File: config.mk
export PLATFORM = sky130hd
export DESIGN_NAME = vfd_seq_top
export DESIGN_NICKNAME = d
export VERILOG_FILES = /design/src/rtl/vfd_pkg.sv /design/src/rtl/vfd_addr_gen.sv /design/src/rtl/vfd_fault_store.sv /design/src/rtl/vfd_seq_ctrl.sv /design/src/rtl/vfd_seq_top.sv
export SDC_FILE = /design/constraint.sdc
export NUM_CORES = 1
export LEC_CHECK = 0
export ABC_AREA = 0
export CORE_UTILIZATION = 50
export DETAILED_ROUTE_END_ITERATION = 10
export GPL_TIMING_DRIVEN = 0
export HOLD_SLACK_MARGIN = 0.12
export PLACE_DENSITY_LB_ADDON = 0.12
export SLEW_MARGIN = 10
export SYNTH_ARGS = -nofsm -noshare
export SYNTH_HDL_FRONTEND = slang
export SYNTH_SLANG_ARGS = --single-unit
File: constraint.sdc
create_clock -name clk -period 12.15 [get_ports clk]
set_input_delay 1.8225 -clock clk [delete_from_list [all_inputs] [get_ports clk]]
set_output_delay 1.8225 -clock clk [all_outputs]
set_load 0.02 [all_outputs]
File: src/rtl/vfd_pkg.sv
package vfd_pkg;

    parameter int VFD_VLEN = 8;
    parameter int VFD_AW   = 32;

    typedef enum logic [1:0] {
        ST_IDLE,
        ST_ISSUE,
        ST_WAIT,
        ST_FINISH
    } vfd_state_e;

    typedef enum logic [1:0] {
        PRIV_USER  = 2'b00,
        PRIV_SUPER = 2'b01,
        PRIV_RSVD  = 2'b10,
        PRIV_MACH  = 2'b11
    } vfd_priv_e;

    typedef struct packed {
        logic valid;
        logic fault;
    } vfd_rsp_t;

    typedef struct packed {
        logic indexed;
        logic store;
    } vfd_mode_t;

    function automatic logic vfd_priv_ok(input logic [1:0] p);
        return (p == PRIV_SUPER) || (p == PRIV_MACH);
    endfunction

endpackage

File: src/rtl/vfd_addr_gen.sv
module vfd_addr_gen
    import vfd_pkg::*;
#(
    parameter int VLEN       = VFD_VLEN,
    parameter int AW         = VFD_AW,
    parameter int ELEM_BYTES = 4,
    localparam int IW        = (VLEN > 1) ? $clog2(VLEN) : 1
) (
    input  logic                 indexed_i,
    input  logic [AW-1:0]        base_i,
    input  logic [VLEN*AW-1:0]   index_i,
    input  logic [IW-1:0]        elem_i,
    output logic [AW-1:0]        addr_o
);
    logic [AW-1:0] offs [VLEN];

    for (genvar g = 0; g < VLEN; g++) begin : g_offs
        localparam logic [AW-1:0] STRIDE_OFF = AW'(g * ELEM_BYTES);
        assign offs[g] = indexed_i ? index_i[g*AW +: AW] : STRIDE_OFF;
    end

    always_comb begin
        addr_o = base_i + offs[elem_i];
    end
endmodule

File: src/rtl/vfd_fault_store.sv
module vfd_fault_store
    import vfd_pkg::*;
#(
    parameter int VLEN = VFD_VLEN,
    parameter int AW   = VFD_AW,
    localparam int IW  = (VLEN > 1) ? $clog2(VLEN) : 1
) (
    input  logic                clk,
    input  logic                rst,
    input  logic                clr_i,
    input  logic                rec_fault_i,
    input  logic                rec_ok_i,
    input  logic [IW-1:0]       elem_i,
    input  logic [AW-1:0]       addr_i,
    input  logic                rd_en_i,
    input  logic [1:0]          rd_priv_i,
    input  logic [IW-1:0]       rd_idx_i,
    output logic [AW-1:0]       rd_data_o,
    output logic                rd_err_o,
    output logic [VLEN-1:0]     flags_o
);
    logic [VLEN-1:0] flags_q;
    logic [AW-1:0]   addr_q [VLEN];
    logic            allowed;

    assign allowed = vfd_priv_ok(rd_priv_i);

    for (genvar g = 0; g < VLEN; g++) begin : g_entry
        always_ff @(posedge clk) begin
            if (rst || clr_i) begin
                flags_q[g] <= 1'b0;
                addr_q[g]  <= '0;
            end else if (rec_fault_i && elem_i == IW'(g)) begin
                flags_q[g] <= 1'b1;
                addr_q[g]  <= addr_i;
            end else if (rec_ok_i && elem_i == IW'(g)) begin
                flags_q[g] <= 1'b0;
                addr_q[g]  <= '0;
            end
        end
    end

    always_ff @(posedge clk) begin
        if (rst) begin
            rd_data_o <= '0;
            rd_err_o  <= 1'b0;
        end else begin
            rd_data_o <= (rd_en_i && allowed) ? addr_q[rd_idx_i] : '0;
            rd_err_o  <= rd_en_i && !allowed;
        end
    end

    assign flags_o = flags_q;

    // a rejected read never carries data
    p_reject_zero_r6: assert property (@(posedge clk) disable iff (rst)
        rd_err_o |-> (rd_data_o == '0));

    // rejection lasts one cycle per strobe
    p_reject_pulse_r6: assert property (@(posedge clk) disable iff (rst)
        (rd_err_o && !$past(rd_en_i)) |-> 1'b0);
endmodule

File: src/rtl/vfd_seq_ctrl.sv
module vfd_seq_ctrl
    import vfd_pkg::*;
#(
    parameter int VLEN = VFD_VLEN,
    localparam int IW  = (VLEN > 1) ? $clog2(VLEN) : 1,
    localparam int CW  = $clog2(VLEN + 1)
) (
    input  logic              clk,
    input  logic              rst,
    input  logic              start_i,
    input  logic              restart_i,
    input  logic [CW-1:0]     len_i,
    input  vfd_rsp_t          rsp_i,
    input  logic              any_fault_i,
    output logic              accept_o,
    output logic              mreq_valid_o,
    output logic [IW-1:0]     elem_o,
    output logic              rec_fault_o,
    output logic              rec_ok_o,
    output logic [VLEN-1:0]   pending_o,
    output logic              busy_o,
    output logic              done_o,
    output logic              exc_o
);
    vfd_state_e      st_q;
    logic [CW-1:0]   cur_q;
    logic [VLEN-1:0] pend_q;
    logic [VLEN-1:0] len_mask;
    logic            at_end;
    logic            cur_pend;

    for (genvar g = 0; g < VLEN; g++) begin : g_lmask
        assign len_mask[g] = (CW'(g) < len_i);
    end

    assign at_end       = (cur_q >= CW'(VLEN));
    assign elem_o       = cur_q[IW-1:0];
    assign cur_pend     = !at_end && pend_q[elem_o];
    assign accept_o     = (st_q == ST_IDLE) && start_i;
    assign mreq_valid_o = (st_q == ST_ISSUE) && cur_pend;
    assign rec_fault_o  = (st_q == ST_WAIT) && rsp_i.valid && rsp_i.fault;
    assign rec_ok_o     = (st_q == ST_WAIT) && rsp_i.valid && !rsp_i.fault;
    assign done_o       = (st_q == ST_FINISH) && !any_fault_i;
    assign exc_o        = (st_q == ST_FINISH) && any_fault_i;
    assign busy_o       = (st_q != ST_IDLE);
    assign pending_o    = pend_q;

    always_ff @(posedge clk) begin
        if (rst) begin
            st_q   <= ST_IDLE;
            cur_q  <= '0;
            pend_q <= '0;
        end else begin
            unique case (st_q)
                ST_IDLE: begin
                    if (start_i) begin
                        pend_q <= restart_i ? (pend_q & len_mask) : len_mask;
                        cur_q  <= '0;
                        st_q   <= ST_ISSUE;
                    end
                end
                ST_ISSUE: begin
                    if (at_end) begin
                        st_q <= ST_FINISH;
                    end else if (cur_pend) begin
                        st_q <= ST_WAIT;
                    end else begin
                        cur_q <= cur_q + 1'b1;
                    end
                end
                ST_WAIT: begin
                    if (rsp_i.valid) begin
                        if (!rsp_i.fault) begin
                            pend_q[elem_o] <= 1'b0;
                        end
                        cur_q <= cur_q + 1'b1;
                        st_q  <= ST_ISSUE;
                    end
                end
                ST_FINISH: begin
                    st_q <= ST_IDLE;
                end
                default: st_q <= ST_IDLE;
            endcase
        end
    end

    // never two requests back to back; each waits for its response
    p_one_outstanding_r7: assert property (@(posedge clk) disable iff (rst)
        mreq_valid_o |=> !mreq_valid_o);

    // a recorded fault is followed by further walking, not a trap
    p_defer_trap_r1: assert property (@(posedge clk) disable iff (rst)
        rec_fault_o |=> !exc_o);

    // exception and done never coincide
    p_single_outcome_r2: assert property (@(posedge clk) disable iff (rst)
        $onehot0({exc_o, done_o}));
endmodule

File: src/rtl/vfd_seq_top.sv
module vfd_seq_top
    import vfd_pkg::*;
#(
    parameter int VLEN       = VFD_VLEN,
    parameter int AW         = VFD_AW,
    parameter int ELEM_BYTES = 4,
    localparam int IW        = (VLEN > 1) ? $clog2(VLEN) : 1,
    localparam int CW        = $clog2(VLEN + 1)
) (
    input  logic                clk,
    input  logic                rst,
    input  logic                start_i,
    input  logic                restart_i,
    input  logic                indexed_i,
    input  logic                store_i,
    input  logic [CW-1:0]       len_i,
    input  logic [AW-1:0]       base_i,
    input  logic [VLEN*AW-1:0]  index_i,
    output logic                mreq_valid_o,
    output logic                mreq_store_o,
    output logic [IW-1:0]       mreq_elem_o,
    output logic [AW-1:0]       mreq_addr_o,
    input  logic                xlat_valid_i,
    input  logic                xlat_fault_i,
    input  logic                rd_en_i,
    input  logic [1:0]          rd_priv_i,
    input  logic [IW-1:0]       rd_idx_i,
    output logic [AW-1:0]       rd_data_o,
    output logic                rd_err_o,
    output logic                busy_o,
    output logic [VLEN-1:0]     pending_o,
    output logic [VLEN-1:0]     fault_flags_o,
    output logic                done_o,
    output logic                exc_o
);
    vfd_mode_t          mode_q;
    logic [AW-1:0]      base_q;
    logic [VLEN*AW-1:0] index_q;
    vfd_rsp_t           rsp;
    logic               accept;
    logic               rec_fault;
    logic               rec_ok;
    logic [IW-1:0]      elem;
    logic [AW-1:0]      elem_addr;
    logic [VLEN-1:0]    flags;

    assign rsp.valid = xlat_valid_i;
    assign rsp.fault = xlat_fault_i;

    always_ff @(posedge clk) begin
        if (rst) begin
            mode_q  <= '0;
            base_q  <= '0;
            index_q <= '0;
        end else if (accept) begin
            mode_q.indexed <= indexed_i;
            mode_q.store   <= store_i;
            base_q         <= base_i;
            index_q        <= index_i;
        end
    end

    vfd_seq_ctrl #(.VLEN(VLEN)) u_ctrl (
        .clk          (clk),
        .rst          (rst),
        .start_i      (start_i),
        .restart_i    (restart_i),
        .len_i        (len_i),
        .rsp_i        (rsp),
        .any_fault_i  (|flags),
        .accept_o     (accept),
        .mreq_valid_o (mreq_valid_o),
        .elem_o       (elem),
        .rec_fault_o  (rec_fault),
        .rec_ok_o     (rec_ok),
        .pending_o    (pending_o),
        .busy_o       (busy_o),
        .done_o       (done_o),
        .exc_o        (exc_o)
    );

    vfd_addr_gen #(.VLEN(VLEN), .AW(AW), .ELEM_BYTES(ELEM_BYTES)) u_agen (
        .indexed_i (mode_q.indexed),
        .base_i    (base_q),
        .index_i   (index_q),
        .elem_i    (elem),
        .addr_o    (elem_addr)
    );

    vfd_fault_store #(.VLEN(VLEN), .AW(AW)) u_store (
        .clk         (clk),
        .rst         (rst),
        .clr_i       (accept),
        .rec_fault_i (rec_fault),
        .rec_ok_i    (rec_ok),
        .elem_i      (elem),
        .addr_i      (elem_addr),
        .rd_en_i     (rd_en_i),
        .rd_priv_i   (rd_priv_i),
        .rd_idx_i    (rd_idx_i),
        .rd_data_o   (rd_data_o),
        .rd_err_o    (rd_err_o),
        .flags_o     (flags)
    );

    assign mreq_store_o  = mode_q.store;
    assign mreq_elem_o   = elem;
    assign mreq_addr_o   = elem_addr;
    assign fault_flags_o = flags;

    // a request only targets an element still marked pending
    p_only_pending_r3: assert property (@(posedge clk) disable iff (rst)
        mreq_valid_o |-> pending_o[mreq_elem_o]);

    // the exception needs at least one recorded fault
    p_exc_has_fault_r2: assert property (@(posedge clk) disable iff (rst)
        exc_o |-> (fault_flags_o != '0));

    // a clean finish leaves nothing pending
    p_done_clean_r9: assert property (@(posedge clk) disable iff (rst)
        done_o |-> (pending_o == '0 && fault_flags_o == '0));

    // a start while busy does not disturb the pass
    p_busy_start_r10: assert property (@(posedge clk) disable iff (rst)
        (busy_o && start_i) |=> $stable(base_q));
endmodule

==> impl_metrics.py <==
metrics = {
    "hold_path": {
        "hp-class": "reg2reg",
    },
    "sta": {
        "fin_worst_skew_ns": 0.0283,
        "min_period_ns": 8.83,
        "final_hold_viol_count": 0,
        "period_share_pct": 72.7,
        "fin_tns_setup_ns": 0,
        "setup_viol": 0,
        "slew_viol_final": 0,
        "max_freq_mhz": 113,
        "relSlewSlack_pct": 14.7,
        "worst_pin_slew_ns": 1.27,
        "grt_setup_unrepaired": "false",
    },
    "clock_network": {
        "clock-root-buffer": "clkbuf_16",
        "post_cts_buffers": 0,
        "ctsResizeCount": 0,
        "numCtsBuffers": 60,
        "clockBufferDepth": 3,
        "htree_levels": 2,
        "cts_tree": "done",
        "clock-sinks": 601,
        "hold_buffers": 0,
        "clk_latency_ns": 0.64,
        "clk_pin_slew_ns": 0.06,
    },
    "synthesis": {
        "yosysTopAreaCellShare_pct": 29.0,
        "yosysSeqAreaShare_pct": 55.1,
        "yosys_warnings": 0,
        "ys_types": 62,
        "synth_top_cell_by_area": "edfxtp_1",
        "ys_ff_latch": 601,
        "syn_avg_cell_area_um2": 10.0,
        "synth_ff_type": "dfxtp_1",
        "syn-num-nets": 2988,
        "netlist_instances": 2638,
        "synthArstFlopShare_pct": 0,
        "synthesis.area_um2": 26500,
        "synth_edf_count": 256,
        "synthTopCellsByArea": "edfxtp_1, dfxtp_1, mux4_2",
    },
    "place": {
        "dp.final_hpwl_um": 67900,
        "portBuffers": 390,
        "placedCellCount": 3716,
        "placed_area_um2": 31500,
        "globalplace.congestion": 0.961,
    },
    "floorplanning": {
        "die_width_um": 232,
        "pin_count": 395,
        "core_um2": 51800,
        "die_area_um2": 53900,
        "row_count": 83,
        "start_util_pct": 51.1,
        "die_h_um": 232,
    },
    "power_and_ir_drop": {
        "peakVddDrop_mv": 0.134,
        "p_leak_nw": 12.4,
        "cellPowerDensity_nw_per_um2": 160,
        "p_total_mw": 5.36,
    },
    "layout": {
        "drive_above_1_share_pct": 8.42,
        "most-common-layout-cells": "nand2_1, clkdlybuf4s50_1, dfxtp_1",
        "instances_no_fill": 3826,
        "final_nets": 3448,
        "multi_input_area_um2": 11000,
        "antenna-diode-count": 0,
        "ff_latch_area_um2": 14600,
        "final_common_cell": "nand2_1",
        "fin_area_um2": 33500,
        "fillCellCount": 4173,
        "syn2layout_area_growth_pct": 26.4,
    },
    "worst_setup_path": {
        "required_ns": 10.33,
        "critPathKind": "reg2out",
        "arrival_ns": 7.01,
        "start_kind": "flip-flop",
        "cp_max_fo": 10,
        "end_kind": "primary output",
    },
    "outcome": {
        "status": "completed",
    },
    "global_route": {
        "globalRouteOverflowTotal": 0,
        "grt_pass1_wl_um": 131000,
        "grt_use_total_pct": 32.8,
        "antenna_found_initial": 0,
        "grt_start_max_net_pins": 28,
        "grt_pass1_vias": 22100,
    },
    "route": {
        "dr.pass1.iters": 5,
        "wl_um": 88300,
        "vias": 21800,
        "wire_per_inst_um": 23.1,
        "antenna_left": 0,
        "via_per_inst": 5.69,
        "drt_iter0_markers": 1870,
        "drc": 0,
    },
    "job": {
        "maxCapViolations": 0,
    },
}
-- worst paths after layout --
path,depth (start not counted),end,startpoint,slack (ns)
hold / removal,2,index_q[245]$_SDFFE_PP0P_,index_q[245]$_SDFFE_PP0P_,0.45
setup reg to reg,15,u_store.addr_q[0][24]$_SDFFCE_PP0P_,u_ctrl.cur_q[1]$_SDFFE_PP0P_,5.95
setup / recovery,17,mreq_addr_o[22],u_ctrl.cur_q[1]$_SDFFE_PP0P_,3.32
hold reg to reg,2,index_q[245]$_SDFFE_PP0P_,index_q[245]$_SDFFE_PP0P_,0.45
-- synthesized netlist by cell type, types with 3 or more instances --
| library cell | number |
|---|---|
| a31oi_1 | 12 |
| a211oi_1 | 6 |
| a21oi_1 | 329 |
| o211ai_1 | 4 |
| a221oi_1 | 3 |
| o21bai_1 | 5 |
| nor3_1 | 16 |
| nand4_1 | 11 |
| clkbuf_1 | 155 |
| nor2_1 | 326 |
| buf_2 | 14 |
| nor2b_1 | 3 |
| o21ai_1 | 11 |
| xor2_1 | 12 |
| nand2_1 | 695 |
| a2111o_1 | 3 |
| xnor2_1 | 15 |
| mux4_2 | 126 |
| and3_1 | 7 |
| o21ai_0 | 17 |
| a21o_1 | 13 |
| buf_4 | 3 |
| o22ai_1 | 4 |
| nand3_1 | 20 |
| mux2i_1 | 41 |
| buf_1 | 20 |
| nand2b_1 | 8 |
| ha_1 | 43 |
| dfxtp_1 | 345 |
| a21boi_0 | 29 |
| inv_1 | 47 |
| edfxtp_1 | 256 |
-- cell type report --
type,instances,share of cell area (%)
clock inverter,18,0.684
multi-input combinational,1796,32.8
buffer,192,2.24
sequential,601,43.6
timing repair buffer,398,12.2
clock buffer,92,5.42
inverter,49,0.549
tap,680,2.54
-- registers in the layout (all words and copies together) (netlist names) --
name and flops:
base_q 32, index_q 256, mode_q 1, mreq_store_o 1, u_ctrl.cur_q 4, u_ctrl.pending_o 8, u_ctrl.st_q 2, u_store.addr_q 256
u_store.flags_o 8, u_store.rd_data_o 32, u_store.rd_err_o 1
-- stage by stage --
| step | utilization, % | setup WS, ns | hold slack [ns] |
|---|---|---|---|
| after floorplan | - | 6.23 | 0.433 |
| after global placement | 60.3 | 4.08 | 0.439 |
| after detailed placement | 60.7 | 4.02 | 0.445 |
| after CTS | 64.6 | 3.35 | 0.451 |
| after global routing | 64.6 | 3.02 | 0.471 |
| final | 64.6 | 3.32 | 0.452 |
-- cell families (layout without fill, tap and decap cells) --
family	Yosys count	in the layout	synth area share [%]
mux	170	170	12.4
simple gates	1099	1099	16.2
fa+ha+maj	44	44	2.11
xor+xnor	29	29	1.02
flops	601	601	55.1
compound gates	454	454	9.71
buf+inv	241	749	3.52
-- worst max-delay path: stages, from the launching register on --
cell,delay (ns)
dfxtp_1,0.63
buf_2,0.46
clkbuf_1,0.48
clkbuf_1,0.63
mux4_2,0.42
nand2_1,0.08
a21boi_0,0.11
ha_1,0.23
fa_1,0.47
a211oi_1,0.29
o21ai_1,0.21
o21ai_1,0.19
nand2_1,0.14
a21oi_2,0.27
o21bai_1,0.11
xnor2_1,0.98
inv_1,0.09
clkdlybuf4s50_1,0.57
-- where the power goes --
group	leakage, nW	switching, mW	total (mW)	internal [mW]
combinational	5.77	0.637	1.04	0.402
sequential	5.61	0.0907	2.40	2.31
clock	0.993	0.790	1.92	1.13
-- routing by layer --
layer | share of wire, % | wire (um) | up-vias | global-route usage (%)
met4 | 4.4 | 3870 | 0 | 14.4
li1 | - | - | 10000 | -
met2 | 51 | 44700 | 987 | 57.0
met3 | 6.9 | 6130 | 195 | 4.57
met5 | 0 | 0 | - | 0
met1 | 38 | 33600 | 10600 | 40.5
(Power assumes the default switching activity.)
